### config.mk
export PLATFORM = sky130hd
export DESIGN_NAME = fdc_phase_seq
export DESIGN_NICKNAME = d
export VERILOG_FILES = /design/src/rtl/fdc_phase_seq.sv
export SDC_FILE = /design/constraint.sdc
export NUM_CORES = 1
export LEC_CHECK = 0
export BUFFER_PORTS_ARGS = -buffer_cell sky130_fd_sc_hd__buf_2
export CORE_ASPECT_RATIO = 1.4
export CORE_MARGIN = 2
export CORE_UTILIZATION = 60
export CTS_BUF_LIST = sky130_fd_sc_hd__clkbuf_4 sky130_fd_sc_hd__clkbuf_8
export CTS_CLUSTER_DIAMETER = 60
export DETAILED_ROUTE_END_ITERATION = 7
export PLACE_DENSITY = 0.88
export SLEW_MARGIN = 25
export SYNTH_ARGS = -nofsm -noshare
export SYNTH_HDL_FRONTEND = slang
export SYNTH_SLANG_ARGS = --single-unit
### constraint.sdc
create_clock -name clk -period 2.5 [get_ports clk]
set_input_delay 0.375 -clock clk [delete_from_list [all_inputs] [get_ports clk]]
set_output_delay 0.375 -clock clk [all_outputs]
set_load 0.03 [all_outputs]
### src/rtl/fdc_phase_seq.sv
module fdc_phase_seq #(
  parameter int PROC_CYCLES = 4,
  parameter int EXEC_CYCLES = 16
) (
  input  logic       clk,
  input  logic       rst_n,
  input  logic       wr_en,
  input  logic [7:0] wr_data,
  input  logic       rd_en,
  output logic [7:0] rd_data,
  input  logic       cfg_fifo_en,
  output logic       rqm,
  output logic       dio,
  output logic       irq,
  output logic       fifo_en
);
  localparam int MAXC = (PROC_CYCLES > EXEC_CYCLES) ? PROC_CYCLES : EXEC_CYCLES;
  localparam int CW = $clog2(MAXC + 1);
  localparam logic [CW-1:0] PLOAD = CW'(PROC_CYCLES - 1);
  localparam logic [CW-1:0] XLOAD = CW'(EXEC_CYCLES - 1);

  typedef enum logic [2:0] {S_CMD, S_CBSY, S_EXEC, S_RES, S_RBSY} phase_t;

  phase_t        ph;
  logic [CW-1:0] cnt;
  logic [3:0]    npar, nres, ridx;
  logic [7:0]    op;
  logic          first, bad, irq_q;

  function automatic logic [8:0] lookup(input logic [4:0] c);
    case (c)
      5'h06, 5'h05: lookup = {1'b1, 4'd8, 4'd7};
      5'h07:        lookup = {1'b1, 4'd1, 4'd2};
      5'h13:        lookup = {1'b1, 4'd3, 4'd1};
      5'h03:        lookup = {1'b1, 4'd2, 4'd1};
      5'h08:        lookup = {1'b1, 4'd0, 4'd2};
      default:      lookup = {1'b0, 4'd0, 4'd1};
    endcase
  endfunction

  logic [8:0] dec;
  assign dec = lookup(wr_data[4:0]);

  wire wr_ok = wr_en && (ph == S_CMD);
  wire rd_ok = rd_en && (ph == S_RES);

  always_ff @(posedge clk) begin
    if (!rst_n) begin
      ph <= S_CMD;  cnt <= '0;  npar <= '0;  nres <= '0;  ridx <= '0;
      op <= '0;  first <= 1'b1;  bad <= 1'b0;  irq_q <= 1'b0;
    end else begin
      case (ph)
        S_CMD: if (wr_ok) begin
          cnt <= PLOAD;
          ph  <= S_CBSY;
          if (first) begin
            op    <= wr_data;
            bad   <= !dec[8];
            npar  <= dec[7:4];
            nres  <= dec[3:0];
            first <= 1'b0;
          end else begin
            npar <= npar - 4'd1;
          end
        end
        S_CBSY: begin
          if (cnt != '0) cnt <= cnt - 1'b1;
          else if (bad) begin
            ph <= S_RES;  ridx <= '0;  irq_q <= 1'b1;
          end else if (npar != '0) ph <= S_CMD;
          else begin
            ph <= S_EXEC;  cnt <= XLOAD;
          end
        end
        S_EXEC: begin
          if (cnt != '0) cnt <= cnt - 1'b1;
          else begin
            ph <= S_RES;  ridx <= '0;  irq_q <= 1'b1;
          end
        end
        S_RES: if (rd_ok) begin
          irq_q <= 1'b0;
          if (nres == 4'd1) begin
            ph <= S_CMD;  first <= 1'b1;  bad <= 1'b0;
          end else begin
            nres <= nres - 4'd1;
            ridx <= ridx + 4'd1;
            cnt  <= PLOAD;
            ph   <= S_RBSY;
          end
        end
        S_RBSY: begin
          if (cnt != '0) cnt <= cnt - 1'b1;
          else ph <= S_RES;
        end
        default: ph <= S_CMD;
      endcase
    end
  end

  assign rqm     = (ph == S_CMD) || (ph == S_RES);
  assign dio     = (ph == S_RES) || (ph == S_RBSY);
  assign irq     = irq_q;
  assign fifo_en = cfg_fifo_en && (ph == S_EXEC);
  assign rd_data = (ph != S_RES) ? 8'h00 : (bad ? 8'h80 : op + {4'h0, ridx});

  p_rqm_drop_r3: assert property (@(posedge clk) disable iff (!rst_n)
    (wr_en && rqm && !dio) |=> !rqm);
  p_fifo_exec_only_r6: assert property (@(posedge clk) disable iff (!rst_n)
    fifo_en |-> (!rqm && !dio));
  p_irq_at_result_r7: assert property (@(posedge clk) disable iff (!rst_n)
    $rose(irq) |-> (rqm && dio));
  p_irq_clear_r8: assert property (@(posedge clk) disable iff (!rst_n)
    (irq && rd_en && rqm && dio) |=> !irq);
  p_write_in_result_r2: assert property (@(posedge clk) disable iff (!rst_n)
    (rqm && dio && !rd_en) |=> (rqm && dio));
  p_no_data_outside_r9: assert property (@(posedge clk) disable iff (!rst_n)
    !(rqm && dio) |-> (rd_data == 8'h00));
endmodule

==> After elaboration in Yosys (flattened, before gate mapping) <==
Index checks and enable logic that the tools add are counted.
W data, S select, Z words.
{ "word_totals": {"reg_bits": 31, "input_bits": 13, "out_inout_bits": 12, "wordCells": 106} }
{ "op_classes": {"add_sub_neg": 5, "n_eq_ne": 24, "n_mux": 45, "reduce_logical": 23} }
{ "ops": {"columns": ["op", "count"], "rows": [
  ["$pmux W9 S5", 1],
  ["$mux W4", 10],
  ["$mux W5", 7],
  ["$pmux W5 S4", 1],
  ["$mux W8", 2],
  ["$ne A2 B2 Y1 const B", 8],
  ["$eq A5 B3 Y1 const B", 3],
  ["$mux W3", 5],
  ["$reduce_and A5 Y1", 3],
  ["$pmux W3 S4", 1],
  ["$pmux W4 S3", 1],
  ["$mux W1", 11],
  ["$add A8 B4 Y8", 1],
  ["$pmux W4 S2", 1],
  ["$reduce_and A4 Y1", 2],
  ["$reduce_bool A4 Y1", 2],
  ["$sub A4 B1 Y4 const B", 2],
  ["$reduce_and A7 Y1", 1],
  ["$eq A3 B2 Y1 const B", 2],
  ["$ne A3 B3 Y1 const B", 2],
  ["$reduce_and A6 Y1", 1],
  ["$eq A5 B2 Y1 const B", 1],
  ["$eq A5 B4 Y1 const B", 1],
  ["$eq A5 B5 Y1 const B", 1],
  ["20 further kinds", 27]
]} }

==> Depth between registers and ports, before layout <==
Gate-level depths: netlist of run 1.
{ "logic_depth": {"depth_word": 7, "ltp_mapped": 7} }

==> Worst setup path before layout of run 1 <==
OpenSTA, ideal clock, no wires.
{ "synth_path": {"kind": "reg2out", "from": "register ridx[0]", "to": "output rd_data[6]", "t_arrival_ns": 1.918, "required_time_ns": 2.125, "slack_ns": 0.207, "path_stages_with_launch": 7, "path_cell_list": "dfxtp_1 ha_1 fa_1 a21o_1 a21oi_1 o21ai_0 a21oi_1"} }
{ "synth_via": {"elab_chain_len": 3} }
{ "synth_lines": {"columns": ["element", "line", "rtl"], "rows": [
  ["from (decl)", "26", "logic [3:0] npar, nres, ridx;"],
  ["from (signal assigned)", "87", "ridx <= ridx + 4'd1;"],
  ["$add A8 B4 Y8", "105", "assign rd_data = (ph != S_RES) ? 8'h00 : (bad ? 8'h80 : op + {4'h0, ridx});"],
  ["$mux W8 (2 in a row)", "105", null],
  ["to (decl)", "10", "output logic [7:0] rd_data,"]
]} }
Every way passes these cells.

==> Final worst setup path of run 1 <==
Ends and elaborated chain as after synthesis.

==> results of run 1 <==
## stage by stage
step / setup slack, ns / hold slack (ns) / util [%] / total power [mW]
after floorplan: 0.2071 / 0.4256 / - / 1.197
after global placement: 0.3050 / 0.4395 / 66.73 / 1.336
after detailed placement: 0.2707 / 0.4629 / 66.73 / 1.366
after CTS: 0.02431 / 0.3496 / 70.06 / 1.814
after global routing: -0.06652 / 0.3726 / 70.28 / 1.931
final: 0.04410 / 0.3468 / 70.28 / 1.816
## power breakdown
part | total (mW) | internal, mW | switching [mW]
registers | 0.662 | 0.570 | 0.0917
logic | 0.707 | 0.292 | 0.415
clock network | 0.447 | 0.262 | 0.185
total | 1.82 | 1.12 | 0.692
## final cells by class
class | count | share of cell area [%]
tap | 40 | 2.128
sequential | 31 | 26.49
clock buffer | 8 | 4.415
inverter | 13 | 2.074
timing repair buffer | 30 | 7.128
multi-input combinational | 202 | 57.77
## worst reg2reg max path: cells and delay by family, from the launching register on
family                   cells  cell delay [ns]
AO/OA/AOI/OAI                2             0.37
adder cells (fa/ha/maj)      1             0.23
buffers and inverters        1             0.06
flip-flops                   1             0.37
AND/OR/NAND/NOR              3             1.01
## flip-flops by register name, summed over array words and instances (netlist names)
register,cells
bad,1
cnt,5
first,1
irq,1
npar,4
nres,4
op,8
ph,3
ridx,4
## cells by family after synthesis
| group | after synthesis |
|---|---|
| multiplexers | 3 |
| adder cells (fa/ha/maj) | 11 |
| AO/OA/AOI/OAI | 77 |
| XOR/XNOR | 8 |
| buffers and inverters | 28 |
| AND/OR/NAND/NOR | 103 |
| flip-flops | 31 |
## cells in the mapped netlist, types with 2 or more instances
library cell	instances	share of area [%]
xnor2_1	5	2.1
ha_1	10	6.0
a31oi_1	2	0.60
nor2b_1	5	1.5
o2111ai_1	2	0.84
a21oi_1	13	3.1
buf_2	4	0.96
mux2i_1	2	0.96
buf_1	2	0.36
a21boi_0	14	5.1
nand2_1	26	4.7
o211ai_1	3	1.1
nor4b_1	3	1.3
nand3_1	15	3.6
nor2_1	15	2.7
nor3b_1	3	1.1
o211a_1	4	1.9
or3_1	5	1.5
dfxtp_1	31	30
a211oi_1	2	0.72
a21o_1	4	1.4
and2_1	4	1.2
o21ai_0	16	3.9
o22ai_1	4	1.2
o31ai_1	3	1.1
clkbuf_1	9	1.6
o21a_1	2	0.72
xor2_1	3	1.3
nand3b_1	5	1.8
nand2b_1	8	2.4
nor3_1	5	1.2
inv_1	13	2.3
## worst min-delay path by stage
stage | slack, ns | to | cells after the start | from
final | 0.35 | op[5]$_SDFFE_PN0P_ | 3 | wr_data[5]
after global routing | 0.37 | op[7]$_SDFFE_PN0P_ | 3 | wr_data[7]
after CTS | 0.35 | op[6]$_SDFFE_PN0P_ | 3 | wr_data[6]
after detailed placement | 0.46 | op[0]$_SDFFE_PN0P_ | 2 | op[0]$_SDFFE_PN0P_
after global placement | 0.44 | cnt[4]$_SDFFE_PN0P_ | 2 | cnt[4]$_SDFFE_PN0P_
after floorplan | 0.43 | cnt[4]$_SDFFE_PN0P_ | 2 | cnt[4]$_SDFFE_PN0P_
## per-layer routing
layer  part of all wire [%]  GRT usage [%]  routed length [um]  vias to the layer above
li1                       -              -                   -                      979
met1                     40          28.50                1906                      916
met2                     53          44.44                2533                       53
met3                    4.3          5.488                 207                       15
met4                    2.9          13.96                 139                        0
met5                      0              0                   0                        -
## layout by cell type, fill, tap and decap left out, types with 3 or more instances in the layout
cell type and n:
a21boi_0 14, a21o_1 4, a21oi_1 11, and2_1 4, buf_2 23, buf_4 7
clkbuf_8 7, dfxtp_1 29, ha_1 10, inv_1 13, nand2_1 26, nand2b_1 8
nand3_1 15, nand3b_1 5, nor2_1 15, nor2b_1 5, nor3_1 5, nor3b_1 3
nor4b_1 3, o211a_1 4, o211ai_1 3, o21ai_0 16, o22ai_1 4, o31ai_1 3
or3_1 5, xnor2_1 5, xor2_1 3
## what timing repair did
item / in CTS / in global routing
gates cloned: 0 / 0
hold endpoints to repair: 0 / 0
resized for setup: 2 / 5
hold buffers: 0 / 0
setup endpoints to repair: 2 / 6
==> flow_summary.ini, run 1 <==
[place]
routabilityCongestion = 0.8745
io_buffer_count = 24
placedCellCount = 316
hpwl_mm = 3.422
dpl-instance-area_mm2 = 0.002233

[power]
ir_drop_mv = 0.5080
powerDensity_mw_per_mm2 = 771.8
power_leakage_nw = 0.9735

[worst_setup_path]
start_kind = flop
cp_slowest_cell = fa_2
cp_max_fo = 4
r2r_start = cnt[0]$_SDFFE_PN0P_
criticalPathCategory = flop to output port
crit_path_end = rd_data[6]
critPathLaunch = ridx[0]$_SDFFE_PN0P_
worstPathArrival_ns = 2.08
r2r_cells = 7
endpoint_kind = output port
path_cells = ha_1 > fa_2 > a21o_1 > a21oi_2 > o21ai_0 > a21oi_1 > buf_4
required_ns = 2.12
crit_family = compound AO/OA/AOI/OAI gates
cp.depth = 7
crit_path_max_incr_delay_ns = 0.38
critPathBufInv = 1
r2r_end = cnt[3]$_SDFFE_PN0P_
reg2reg_setup_slack_ns = 0.34

[yosys]
syn_area_mm2 = 0.002079
synthArstFlopShare_pct = 0
yosysUniqueCellTypes = 51
synth_fa_ha_area_share_pct = 6.980
ys_seq_area_share_pct = 29.84
syn_nets = 285
yosys-mux-area-fraction_pct = 1.504
synth_cells = 261
synth-warning-count = 0
ys_seq_elements = 31
syn_area_per_cell_um2 = 7.967
synthSimpleGateAreaFrac_pct = 27.32
synth_xor_area_share_pct = 3.369
synthFlopType = dfxtp_1
synth_top_family_by_area = simple AND/OR/NAND/NOR gates
synth_compound_area_share_pct = 25.69
synth_edf_count = 0

[clock_tree]
clockBufferDepth = 2
ctsRootBufferMaster = clkbuf_8
cts-buffers-inserted = 5
clkSlewWorstSetupHoldPaths_ns = 0.06
clk_latency_ns = 0.29
cts_tree = done
clkSinkCount = 31
h-tree-depth = 2
cts_setup_buffers = 0

[final_layout]
synthToLayoutAreaGrowth_pct = 13.12
diodes = 0
fillCellCount = 280
fin_area_mm2 = 0.002352
register_area_um2 = 623.1
drive_gt1_share_pct = 18.31
nets = 307
multi_input_area_mm2 = 0.001359
finalNonFillerCells = 324

[outcome]
status = finished, final reports clean

[min_path]
hold_path.class = primary input to flop

[flow_run]
drv_cap = 0

[detailed_routing]
postRouteWirelength_mm = 4.786
first_iter_violations = 79
drtPass1Iterations = 4
wire_per_inst_um = 14.77
drt_drc_violations_left = 0
viasPerCell = 6.059
num_vias = 1963
final_antenna_net_count = 0

[floorplanning]
io_pins = 25
start_util_pct = 62.13
die_h_um = 73.66
core-area_mm2 = 0.003347
die_w_um = 53.76
die_area_mm2 = 0.003959
placementRows = 25

[sta]
worstMarginPinSlew_ns = 0.8085
fin_crit_ns = 2.456
fmax_mhz = 407.2
setup_tns_ns = 0
finalCritPeriodShare_pct = 98.24
setup_viol = 0
hold_viol_final = 0
slew_headroom_pct = 45.69
skew_ns = 0.004831
drv_slew = 0

[global_routing]
grt_max_degree = 33
gr-total-overflow = 0
grt_pass1_wl_mm = 7.396
grt_usage_pct = 25.80
grt_antenna_before_repair = 0
grt_pass1_vias = 1742
Power figures use the tool's default switching activity.
==> inputs of run 2 (changes only) <==
Settings changed: CORE_ASPECT_RATIO 1.4 to 0.6, MAX_ROUTING_LAYER set to met4.
==> run 2 against run 1 <==
Against the previous run:
- routed wire length rose by 5.1%
- clock power rose by 3%
- core utilization rose by 2.2 points
- critical path depth did not move
- combinational power rose by 3.7%
- critical endpoint unchanged
- hold slack got worse by 0.0013 ns
- cell count rose by 2.2%
- first-iteration DRC count rose to 2.5 times the previous value
==> flow_summary.ini, run 2 (synthesis results as in run 1) <==
[worst_setup_path]
crit_path_max_incr_delay_ns = 0.36
required_ns = 2.12
start_kind = flop
worstPathArrival_ns = 2.08
cp_slowest_cell = fa_2
crit_family = compound AO/OA/AOI/OAI gates
critPathLaunch = ridx[0]$_SDFFE_PN0P_
critPathBufInv = 1
path_cells = ha_1 > fa_2 > a21o_1 > a21oi_4 > o21ai_0 > a21oi_1 > buf_4
criticalPathCategory = flop to output port
r2r_start = npar[0]$_SDFFE_PN0P_
cp_max_fo = 4
endpoint_kind = output port

[floorplanning]
start_util_pct = 63.34
die_h_um = 49.60
die_w_um = 80
core-area_mm2 = 0.003283
io_pins = 25
die_area_mm2 = 0.003968
placementRows = 16

[global_routing]
grt_pass1_wl_mm = 8.714
grt_antenna_before_repair = 0
grt_usage_pct = 28.65
gr-total-overflow = 0
grt_pass1_vias = 1775
grt_max_degree = 33

[detailed_routing]
final_antenna_net_count = 0
num_vias = 1999
wire_per_inst_um = 15.19
drtPass1Iterations = 5
viasPerCell = 6.039
first_iter_violations = 199
drt_drc_violations_left = 0
postRouteWirelength_mm = 5.028

[clock_tree]
h-tree-depth = 2
ctsRootBufferMaster = clkbuf_8
cts-buffers-inserted = 5
clockBufferDepth = 2
ctsHoldBuffers = 0
cts_tree = done
clk_latency_ns = 0.29
clkSinkCount = 31
clkSlewWorstSetupHoldPaths_ns = 0.07
cts_setup_buffers = 0

[final_layout]
fillCellCount = 266
final_common_cell = dfxtp_1
top_regs = op (8), cnt (5)
top_register = op
layout_common_cells = 29 x dfxtp_1, 26 x nand2_1, 23 x buf_2
drive_gt1_share_pct = 18.88
synthToLayoutAreaGrowth_pct = 14.50
largest_register_ffs = 8
nets = 309
diodes = 0

[sta]
fin_crit_ns = 2.451
holdWs_ns = 0.3455
slew_headroom_pct = 52.02
hold_viol_final = 0
rsz0062_at_grt = yes
worstMarginPinSlew_ns = 0.7142
finalCritPeriodShare_pct = 98.02
skew_ns = 0.005699
drv_slew = 0
fmax_mhz = 408.1
setup_viol = 0

[place]
io_buffer_count = 24
hpwl_mm = 3.473
routabilityCongestion = 0.9351

[power]
power.total_mw = 1.866
ir_drop_mv = 0.4864
power_leakage_nw = 0.9861
powerDensity_mw_per_mm2 = 783.8

[min_path]
hold_path.class = primary input to flop
worstHoldStart = wr_data[6]

[outcome]
status = finished, final reports clean

[flow_run]
drv_cap = 0
run 2: cell types whose count changed in the layout (fill, tap and decap cells not counted), sizes merged:
cell | previous run | this run
buf | 30 | 32
run 2: worst register-to-register path: stages, from the launching register on:
cell and delay, ns:
dfxtp_1 0.34, inv_1 0.08, ha_1 0.16, nor4b_1 0.32, nor4_1 0.09, nor3_1 0.63, a21boi_0 0.28, o22ai_1 0.12
run 2: metal layers:
metal  routed length (um)  track usage (%)  up-vias
li1                     -                -      983
met4                   36            5.367        0
met3                  355            5.495        5
met5                    0                -        -
met2                 2179            40.97       80
met1                 2456            42.24      931
run 2: metrics by stage:
stage	TNS, ns	setup WS [ns]	cell area, um2	instances	util, %
floorplan	0	0.2071	2079	261	-
global placement	0	0.2697	2255	323	68.67
detailed placement	0	0.2255	2255	323	68.67
CTS	0	0.003431	2365	331	72.03
global route	-0.05347	-0.03871	2381	331	72.52
finish	0	0.04947	2381	331	72.52
run 2: area by class of cell:
class / instances / area, um2 / share of cell area [%]
clock buffers: 8 / 103.9 / 4.362
inverters: 13 / 48.80 / 2.049
repair buffers: 32 / 182.7 / 7.672
multi-input cells: 202 / 1366 / 57.38
well taps: 45 / 56.30 / 2.365
flip-flops and latches: 31 / 623.1 / 26.17
run 2: final timing paths:
path                            cells past startpoint                   to  slack [ns]
worst min register to register                      2  cnt[4]$_SDFFE_PN0P_        0.46
worst max register to register                      7  cnt[3]$_SDFFE_PN0P_        0.37
worst max-delay path                                7           rd_data[6]        0.05
worst min-delay path                                3   op[6]$_SDFFE_PN0P_        0.35
run 2: what timing repair did:
| item | CTS | global route |
|---|---|---|
| resized for setup | 2 | 5 |
| pin swaps | 0 | 1 |
| setup endpoints to repair | 2 | 4 |
run 2: report_power, final:
part           total [mW]  internal [mW]  switching [mW]  leakage [nW]
combinational       0.733          0.307           0.426         0.677
sequential          0.672          0.569           0.102         0.255
clock               0.461          0.262           0.199        0.0549
